===== src/rtl/memfault_pkg.sv =====
// Package: shared constants, field positions and types for the memory
// fault capture block. Assumes a 32-bit register word.
package memfault_pkg;
    localparam int unsigned NUM_SRC  = 3;
    localparam int unsigned CID_W    = 6;
    localparam int unsigned DATA_W   = 32;

    // pending-bit index per source
    localparam int SRC_DEC  = 0;
    localparam int SRC_PAGE = 1;
    localparam int SRC_SEC  = 2;

    // status field positions (low-id layout)
    localparam int DIR_BIT   = 16;
    localparam int SEC_BIT   = 17;
    localparam int KIND_BIT  = 30;
    // status field positions (shifted-id layout)
    localparam int PG_DIR_BIT = 0;
    localparam int PG_ID_LSB  = 1;

    // byte offsets
    localparam int OFS_PEND    = 'h00;
    localparam int OFS_ENABLE  = 'h04;
    localparam int OFS_CAP     = 'h10;
    localparam int CAP_STRIDE  = 8;
    localparam int CAP_ADDR_OFS = 4;

    typedef enum logic [1:0] {
        FMT_DECODE   = 2'd0,
        FMT_PAGE     = 2'd1,
        FMT_SECURITY = 2'd2
    } fmt_e;

    typedef struct packed {
        logic [CID_W-1:0] cid;
        logic             wr;
        logic             sec;
        logic             kind;
    } fault_attr_t;
endpackage


===== src/rtl/memfault_slot.sv =====
// Module: one capture pair (status word + address word) for a fault source.
// The FMT parameter picks the status field layout. Assumes ADDR_W <= 32.
// Captures when a fault arrives and the source is not holding.
module memfault_slot
    import memfault_pkg::*;
#(
    parameter fmt_e        FMT    = FMT_DECODE,
    parameter int unsigned ADDR_W = 32
) (
    input  logic              clk,
    input  logic              rst_n,
    input  logic              fire,
    input  logic              hold,
    input  fault_attr_t       attr,
    input  logic [ADDR_W-1:0] addr,
    output logic [DATA_W-1:0] cap_status,
    output logic [DATA_W-1:0] cap_addr
);
    logic [DATA_W-1:0] status_w;
    logic              cap_en;

    assign cap_en = fire && !hold;

    generate
        if (FMT == FMT_PAGE) begin : g_shift_id
            // Pack direction at bit 0 and client id from bit 1.
            always_comb begin
                status_w = '0;
                status_w[PG_DIR_BIT] = attr.wr;
                status_w[PG_ID_LSB +: CID_W] = attr.cid;
            end
        end else begin : g_low_id
            // Pack client id low, flags high, type bit for security only.
            always_comb begin
                status_w = '0;
                status_w[0 +: CID_W] = attr.cid;
                status_w[DIR_BIT]    = attr.wr;
                status_w[SEC_BIT]    = attr.sec;
                if (FMT == FMT_SECURITY) status_w[KIND_BIT] = attr.kind;
            end
        end
    endgenerate

    // Capture register pair, frozen while holding.
    always_ff @(posedge clk) begin
        if (!rst_n) begin
            cap_status <= '0;
            cap_addr   <= '0;
        end else if (cap_en) begin
            cap_status <= status_w;
            cap_addr   <= DATA_W'(addr);
        end
    end

    a_r8_frozen_pair: assert property (@(posedge clk) disable iff (!rst_n)
        hold |=> ($stable(cap_status) && $stable(cap_addr)));

    a_r9_capture_addr: assert property (@(posedge clk) disable iff (!rst_n)
        (fire && !hold) |=> (cap_addr == DATA_W'($past(addr))));
endmodule


===== src/rtl/memfault_irq_regs.sv =====
// Module: pending bits (set by faults, write-one-to-clear), enable mask and
// the interrupt output. A fault wins over a same-cycle clear. hold tells
// each capture slot whether its pending bit stays set this cycle.
module memfault_irq_regs
    import memfault_pkg::*;
#(
    parameter int unsigned N = NUM_SRC
) (
    input  logic         clk,
    input  logic         rst_n,
    input  logic [N-1:0] fault,
    input  logic         wr_pend,
    input  logic         wr_enable,
    input  logic [N-1:0] wbits,
    output logic [N-1:0] pend_q,
    output logic [N-1:0] en_q,
    output logic [N-1:0] hold,
    output logic         irq
);
    logic [N-1:0] clr;

    assign clr  = wr_pend ? wbits : '0;
    assign hold = pend_q & ~clr;
    assign irq  = |(pend_q & en_q);

    // Pending bits: clear on written ones, set on fault.
    always_ff @(posedge clk) begin
        if (!rst_n) pend_q <= '0;
        else        pend_q <= (pend_q & ~clr) | fault;
    end

    // Enable mask, plain read/write.
    always_ff @(posedge clk) begin
        if (!rst_n)         en_q <= '0;
        else if (wr_enable) en_q <= wbits;
    end

    a_r2_fault_sets: assert property (@(posedge clk) disable iff (!rst_n)
        (|fault) |=> ((pend_q & $past(fault)) == $past(fault)));

    a_r3_ones_clear: assert property (@(posedge clk) disable iff (!rst_n)
        wr_pend |=> ((pend_q & $past(wbits) & ~$past(fault)) == '0));

    a_r3_zeros_keep: assert property (@(posedge clk) disable iff (!rst_n)
        1'b1 |=> ((pend_q & ($past(pend_q) & ~($past(wr_pend) ? $past(wbits) : '0)))
                  == ($past(pend_q) & ~($past(wr_pend) ? $past(wbits) : '0))));

    a_r4_enable_load: assert property (@(posedge clk) disable iff (!rst_n)
        wr_enable |=> (en_q == $past(wbits)));

    a_r4_no_enable_quiet: assert property (@(posedge clk) disable iff (!rst_n)
        (en_q == '0) |-> !irq);
endmodule


===== src/rtl/memfault_bus_port.sv =====
// Module: register port decode. Makes the write strobes for the pending and
// enable registers and muxes read data. Capture words are read only.
// Unused and misaligned offsets read 0.
module memfault_bus_port
    import memfault_pkg::*;
#(
    parameter int unsigned N     = NUM_SRC,
    parameter int unsigned OFS_W = 8
) (
    input  logic                    clk,
    input  logic                    rst_n,
    input  logic                    sel,
    input  logic                    wr,
    input  logic [OFS_W-1:0]        offset,
    input  logic [N-1:0]            pend,
    input  logic [N-1:0]            en,
    input  logic [N-1:0][DATA_W-1:0] cap_status,
    input  logic [N-1:0][DATA_W-1:0] cap_addr,
    output logic                    wr_pend,
    output logic                    wr_enable,
    output logic [DATA_W-1:0]       rdata
);
    assign wr_pend   = sel && wr && (offset == OFS_W'(OFS_PEND));
    assign wr_enable = sel && wr && (offset == OFS_W'(OFS_ENABLE));

    // Read mux over pending, enable and every capture pair.
    always_comb begin
        rdata = '0;
        if (sel && !wr) begin
            if (offset == OFS_W'(OFS_PEND))   rdata = DATA_W'(pend);
            if (offset == OFS_W'(OFS_ENABLE)) rdata = DATA_W'(en);
            for (int i = 0; i < int'(N); i++) begin
                if (offset == OFS_W'(OFS_CAP + CAP_STRIDE * i))
                    rdata = cap_status[i];
                if (offset == OFS_W'(OFS_CAP + CAP_STRIDE * i + CAP_ADDR_OFS))
                    rdata = cap_addr[i];
            end
        end
    end

    a_r10_idle_zero: assert property (@(posedge clk) disable iff (!rst_n)
        !(sel && !wr) |-> (rdata == '0));

    a_r10_single_write: assert property (@(posedge clk) disable iff (!rst_n)
        $onehot0({wr_pend, wr_enable}));
endmodule


===== src/rtl/memfault_irq.sv =====
// Module: top of the memory fault capture block. Three fault sources, each
// with a capture pair, a shared pending/enable register pair and one irq.
// Assumes faults arrive as single-cycle strobes with stable attributes.
module memfault_irq
    import memfault_pkg::*;
#(
    parameter int unsigned ADDR_W = 32,
    parameter int unsigned OFS_W  = 8
) (
    input  logic              clk,
    input  logic              rst_n,
    input  logic              bus_sel,
    input  logic              bus_write,
    input  logic [OFS_W-1:0]  bus_offset,
    input  logic [31:0]       bus_wdata,
    output logic [31:0]       bus_rdata,
    input  logic              dec_fire,
    input  logic [5:0]        dec_client,
    input  logic              dec_write,
    input  logic              dec_secure,
    input  logic [ADDR_W-1:0] dec_addr,
    input  logic              pg_fire,
    input  logic [5:0]        pg_client,
    input  logic              pg_write,
    input  logic [ADDR_W-1:0] pg_addr,
    input  logic              sv_fire,
    input  logic [5:0]        sv_client,
    input  logic              sv_write,
    input  logic              sv_secure,
    input  logic              sv_kind,
    input  logic [ADDR_W-1:0] sv_addr,
    output logic              irq
);
    localparam int unsigned N = NUM_SRC;

    logic [N-1:0]               fire;
    logic [N-1:0]               hold;
    logic [N-1:0]               pend_q;
    logic [N-1:0]               en_q;
    fault_attr_t                attr   [N];
    logic [ADDR_W-1:0]          faddr  [N];
    logic [N-1:0][DATA_W-1:0]   cap_status;
    logic [N-1:0][DATA_W-1:0]   cap_addr;
    logic                       wr_pend;
    logic                       wr_enable;

    // Gather per-source inputs into indexed form.
    always_comb begin
        fire[SRC_DEC]  = dec_fire;
        fire[SRC_PAGE] = pg_fire;
        fire[SRC_SEC]  = sv_fire;
        attr[SRC_DEC]  = '{cid: dec_client, wr: dec_write, sec: dec_secure, kind: 1'b0};
        attr[SRC_PAGE] = '{cid: pg_client,  wr: pg_write,  sec: 1'b0,       kind: 1'b0};
        attr[SRC_SEC]  = '{cid: sv_client,  wr: sv_write,  sec: sv_secure,  kind: sv_kind};
        faddr[SRC_DEC]  = dec_addr;
        faddr[SRC_PAGE] = pg_addr;
        faddr[SRC_SEC]  = sv_addr;
    end

    memfault_irq_regs #(.N(N)) u_regs (
        .clk       (clk),
        .rst_n     (rst_n),
        .fault     (fire),
        .wr_pend   (wr_pend),
        .wr_enable (wr_enable),
        .wbits     (bus_wdata[N-1:0]),
        .pend_q    (pend_q),
        .en_q      (en_q),
        .hold      (hold),
        .irq       (irq)
    );

    generate
        for (genvar i = 0; i < int'(N); i++) begin : g_slot
            localparam fmt_e F = (i == SRC_DEC)  ? FMT_DECODE :
                                 (i == SRC_PAGE) ? FMT_PAGE : FMT_SECURITY;
            memfault_slot #(.FMT(F), .ADDR_W(ADDR_W)) u_slot (
                .clk        (clk),
                .rst_n      (rst_n),
                .fire       (fire[i]),
                .hold       (hold[i]),
                .attr       (attr[i]),
                .addr       (faddr[i]),
                .cap_status (cap_status[i]),
                .cap_addr   (cap_addr[i])
            );
        end
    endgenerate

    memfault_bus_port #(.N(N), .OFS_W(OFS_W)) u_port (
        .clk        (clk),
        .rst_n      (rst_n),
        .sel        (bus_sel),
        .wr         (bus_write),
        .offset     (bus_offset),
        .pend       (pend_q),
        .en         (en_q),
        .cap_status (cap_status),
        .cap_addr   (cap_addr),
        .wr_pend    (wr_pend),
        .wr_enable  (wr_enable),
        .rdata      (bus_rdata)
    );

    a_r4_irq_needs_pending: assert property (@(posedge clk) disable iff (!rst_n)
        irq |-> (pend_q != '0));
endmodule


===== config.mk =====
export PLATFORM = sky130hd
export DESIGN_NAME = memfault_irq
export DESIGN_NICKNAME = d
export VERILOG_FILES = /design/src/rtl/memfault_pkg.sv /design/src/rtl/memfault_slot.sv /design/src/rtl/memfault_irq_regs.sv /design/src/rtl/memfault_bus_port.sv /design/src/rtl/memfault_irq.sv
export SDC_FILE = /design/constraint.sdc
export NUM_CORES = 1
export LEC_CHECK = 0
export ABC_AREA = 1
export ABC_CLOCK_PERIOD_IN_PS = 2900
export CORE_ASPECT_RATIO = 1.5
export CORE_MARGIN = 1.5
export CORE_UTILIZATION = 43
export CTS_BUF_LIST = sky130_fd_sc_hd__clkbuf_4 sky130_fd_sc_hd__clkbuf_8 sky130_fd_sc_hd__clkbuf_16
export CTS_CLUSTER_DIAMETER = 30
export DETAILED_ROUTE_END_ITERATION = 10
export PLACE_DENSITY = 0.77
export SLEW_MARGIN = 20
export SYNTH_ARGS = -nofsm -noshare
export SYNTH_HDL_FRONTEND = slang
export SYNTH_SLANG_ARGS = --single-unit

===== constraint.sdc =====
create_clock -name clk -period 2.9 [get_ports clk]
set_clock_uncertainty 0.15 [all_clocks]
set_input_delay 0.87 -clock clk [delete_from_list [all_inputs] [get_ports clk]]
set_output_delay 0.87 -clock clk [all_outputs]
set_load 0.01 [all_outputs]

==> impl_metrics.csv <==
group,metric,value,unit
outcome,status,"finished, violations left",
outcome,violations,"setup timing",
global_route,first_global_vias,6583,
clock_network,cts_htree_levels,4,
timing,max_freq,310,MHz
min_path,hp-class,"register to register",
timing,setup_viol,32,
clock_network,clk_path_buf_depth,2,
worst_setup_path,start_kind,"input port",
layout,final_cell_mix,"nor2_1 (236), clkdlybuf4s50_1 (127), dfxtp_1 (126)",
layout,regArea,0.00252,mm²
timing,hold_viol,0,
detailed_routing,drtAntennaViolNets,0,
layout,layoutNonFillerInstCount,1232,
layout,layout.nets,1229,
worst_setup_path,startpoint,"bus_offset[2]",
placed_design,place_congestion,0.919,
detailed_routing,num_vias,6711,
power,powerDensity,486,mW/mm²
layout,final_util,0.765,
floorplanning,core_region_area,0.0126,mm²
placed_design,io_buffers,170,
clock_network,cts_tree,"yes",
worst_setup_path,path_class,"input port to output port",
layout,mostFrequentLayoutCell,"nor2_1",
worst_setup_path,arrival,2200,ps
synthesis,ys_warn_count,0,
layout,fill_cells,845,
detailed_routing,post_drt_wl_per_cell,18.4,µm
synthesis,synth-seq-area-share,0.449,
detailed_routing,drt_iter0_drc,497,
synthesis,syn_avg_cell_area,6.75,µm²
clock_network,path_clk_slew,60,ps
timing,max_slew_margin,0.725,
worst_setup_path,crit_path_end_kind,"output port",
detailed_routing,drtPass1Iterations,7,
floorplanning,start_util,0.444,
timing,tightest_slew,408,ps
timing,rsz0062_at_grt,"yes",
clock_network,cts_made_buffers,17,
timing,holdWs,334,ps
placed_design,dp.cells,1158,
detailed_routing,wl,22.6,mm
clock_network,clock-root-buffer,"clkbuf_16",
timing,min_period,3220,ps
run,drv_cap,0,
layout,layout-drive-gt1-share,0.310,
layout,syn_to_final_growth,72.3,%
synthesis,synth-seq-cells,126,
timing,setup_ws,-324,ps
floorplanning,core.rowCount,50,
worst_setup_path,reg2reg_depth,6,
floorplanning,io_pins,200,
timing,finalCritPeriodShare,1.11,
placed_design,hpwl,12.6,mm
clock_network,hold_buffers,0,
worst_setup_path,worst_r2r_endpoint,"g_slot[0].u_slot.cap_addr[7]",
worst_setup_path,r2r_start,"u_regs.pend_q[0]",
floorplanning,die_w,96.3,µm
power,p_leak,4.65,nW
global_route,grt_pass1_wl,32.3,mm
global_route,antenna_found_initial,1,
worst_setup_path,crit_end,"bus_rdata[1]",
worst_setup_path,path_max_fanout,4,
global_route,overflow,0,
worst_setup_path,r2r_setup_slack,1350,ps
worst_setup_path,cp_data_required_time,1880,ps
clock_network,clk-insertion-delay-late,420,ps
power,ir_worst_vdd,346,µV
global_route,grt_usage,0.312,
floorplanning,die_area,0.0138,mm²
timing,slew_violations,0,
synthesis,syn_area,0.00561,mm²
synthesis,synth_nets,999,
floorplanning,die_y,143,µm
detailed_routing,via_per_inst,5.45,
synthesis,synthDistinctLibCells,29,
detailed_routing,drc_errors,0,
clock_network,cts.sinks,126,
layout,multi_input_area,0.00338,mm²
global_route,grt_max_degree,49,
synthesis,synthCells,832,
-- Yosys cell counts --
library cell | number | area [µm²]
a21boi_0 | 1 | 7.51
a21o_1 | 1 | 7.51
a21oi_1 | 24 | 120
a41oi_1 | 1 | 8.76
buf_1 | 1 | 3.75
buf_2 | 7 | 35.0
buf_4 | 5 | 37.5
buf_6 | 3 | 33.8
buf_8 | 3 | 45.0
clkbuf_1 | 29 | 109
clkinv_2 | 2 | 10.0
dfxtp_1 | 126 | 2520
inv_1 | 50 | 188
inv_2 | 3 | 11.3
nand2_1 | 134 | 503
nand2_2 | 3 | 18.8
nand2_4 | 2 | 22.5
nand3_1 | 35 | 175
nor2_1 | 252 | 946
nor2_2 | 3 | 18.8
nor2_4 | 1 | 11.3
nor3_1 | 1 | 5.00
o2111a_1 | 1 | 11.3
o21ai_0 | 131 | 656
o21ai_2 | 2 | 17.5
o21ai_4 | 1 | 16.3
o221ai_1 | 4 | 35.0
o22ai_1 | 5 | 31.3
or2_2 | 1 | 6.26
-- registers in the layout, summed over array words and instances, names as in the netlist --
register and count:
u_regs.pend_q 3, g_slot.u_slot.cap_addr 96, u_regs.en_q 3, g_slot.u_slot.cap_status 24
-- metrics by stage --
step,setup TNS [ps],setup WS [ps],area (µm²),power (mW)
3_5_place_dp,-59620,-1160,7830,2.56
6_report,-7390,-324,9670,4.70
2_1_floorplan,-0.536,-0.536,5650,2.23
4_1_cts,-6610,-277,9330,4.63
5_1_grt,-9500,-408,9670,4.85
3_3_place_gp,-53690,-1120,7830,2.55
-- where the power goes --
part	internal [mW]	switching [mW]	leakage, nW
clock network	1.19	0.847	0.267
registers	1.87	0.101	1.04
logic	0.363	0.336	3.34
total	3.42	1.28	4.65
-- kinds of logic after synthesis --
group                  synth area share
DFF                               0.449
and+or+nand+nor                   0.304
buffers and inverters            0.0843
AOI/OAI and AO/OA                 0.162
-- worst max-delay path, cell delays in order --
cell and delay [ps]:
buf_4 130, inv_1 50, nand2_1 60, nor2_2 270
nand2_8 100, buf_6 150, nor2_4 120, nor2_4 50
nand2_2 90, nand2_2 70, a21oi_2 120, buf_2 140
-- how the worst min path moves through the flow --
stage	from	to	slack, ps	depth (start not counted)
3_3_place_gp	g_slot[1].u_slot.cap_addr[17]	g_slot[1].u_slot.cap_addr[17]	300	2
6_report	g_slot[2].u_slot.cap_addr[5]	g_slot[2].u_slot.cap_addr[5]	330	2
2_1_floorplan	g_slot[0].u_slot.cap_addr[5]	g_slot[0].u_slot.cap_addr[5]	280	2
5_1_grt	g_slot[2].u_slot.cap_addr[7]	g_slot[2].u_slot.cap_addr[7]	360	2
4_1_cts	g_slot[1].u_slot.cap_addr[17]	g_slot[1].u_slot.cap_addr[17]	310	2
3_5_place_dp	g_slot[1].u_slot.cap_addr[17]	g_slot[1].u_slot.cap_addr[17]	300	2
-- area by class of cell --
class | instances | area share
Multi-Input combinational cell | 603 | 0.349
Timing Repair Buffer | 259 | 0.287
Tap cell | 156 | 0.0202
Antenna cell | 1 | 0.000259
Inverter | 55 | 0.0237
Sequential cell | 126 | 0.261
Clock buffer | 17 | 0.0440
Clock inverter | 15 | 0.0145
-- repair_timing --
item	CTS	global route
resized for setup	336	105
buffers inserted	33	5
cloned	7	0
setup endpoints to repair	32	32
pin swaps	50	51
-- routing by layer --
metal,wire [µm],track usage
met5,0,0
met4,1480,0.166
met3,1610,0.0554
met2,11400,0.550
met1,8190,0.348
Power figures use the tool's default switching activity.
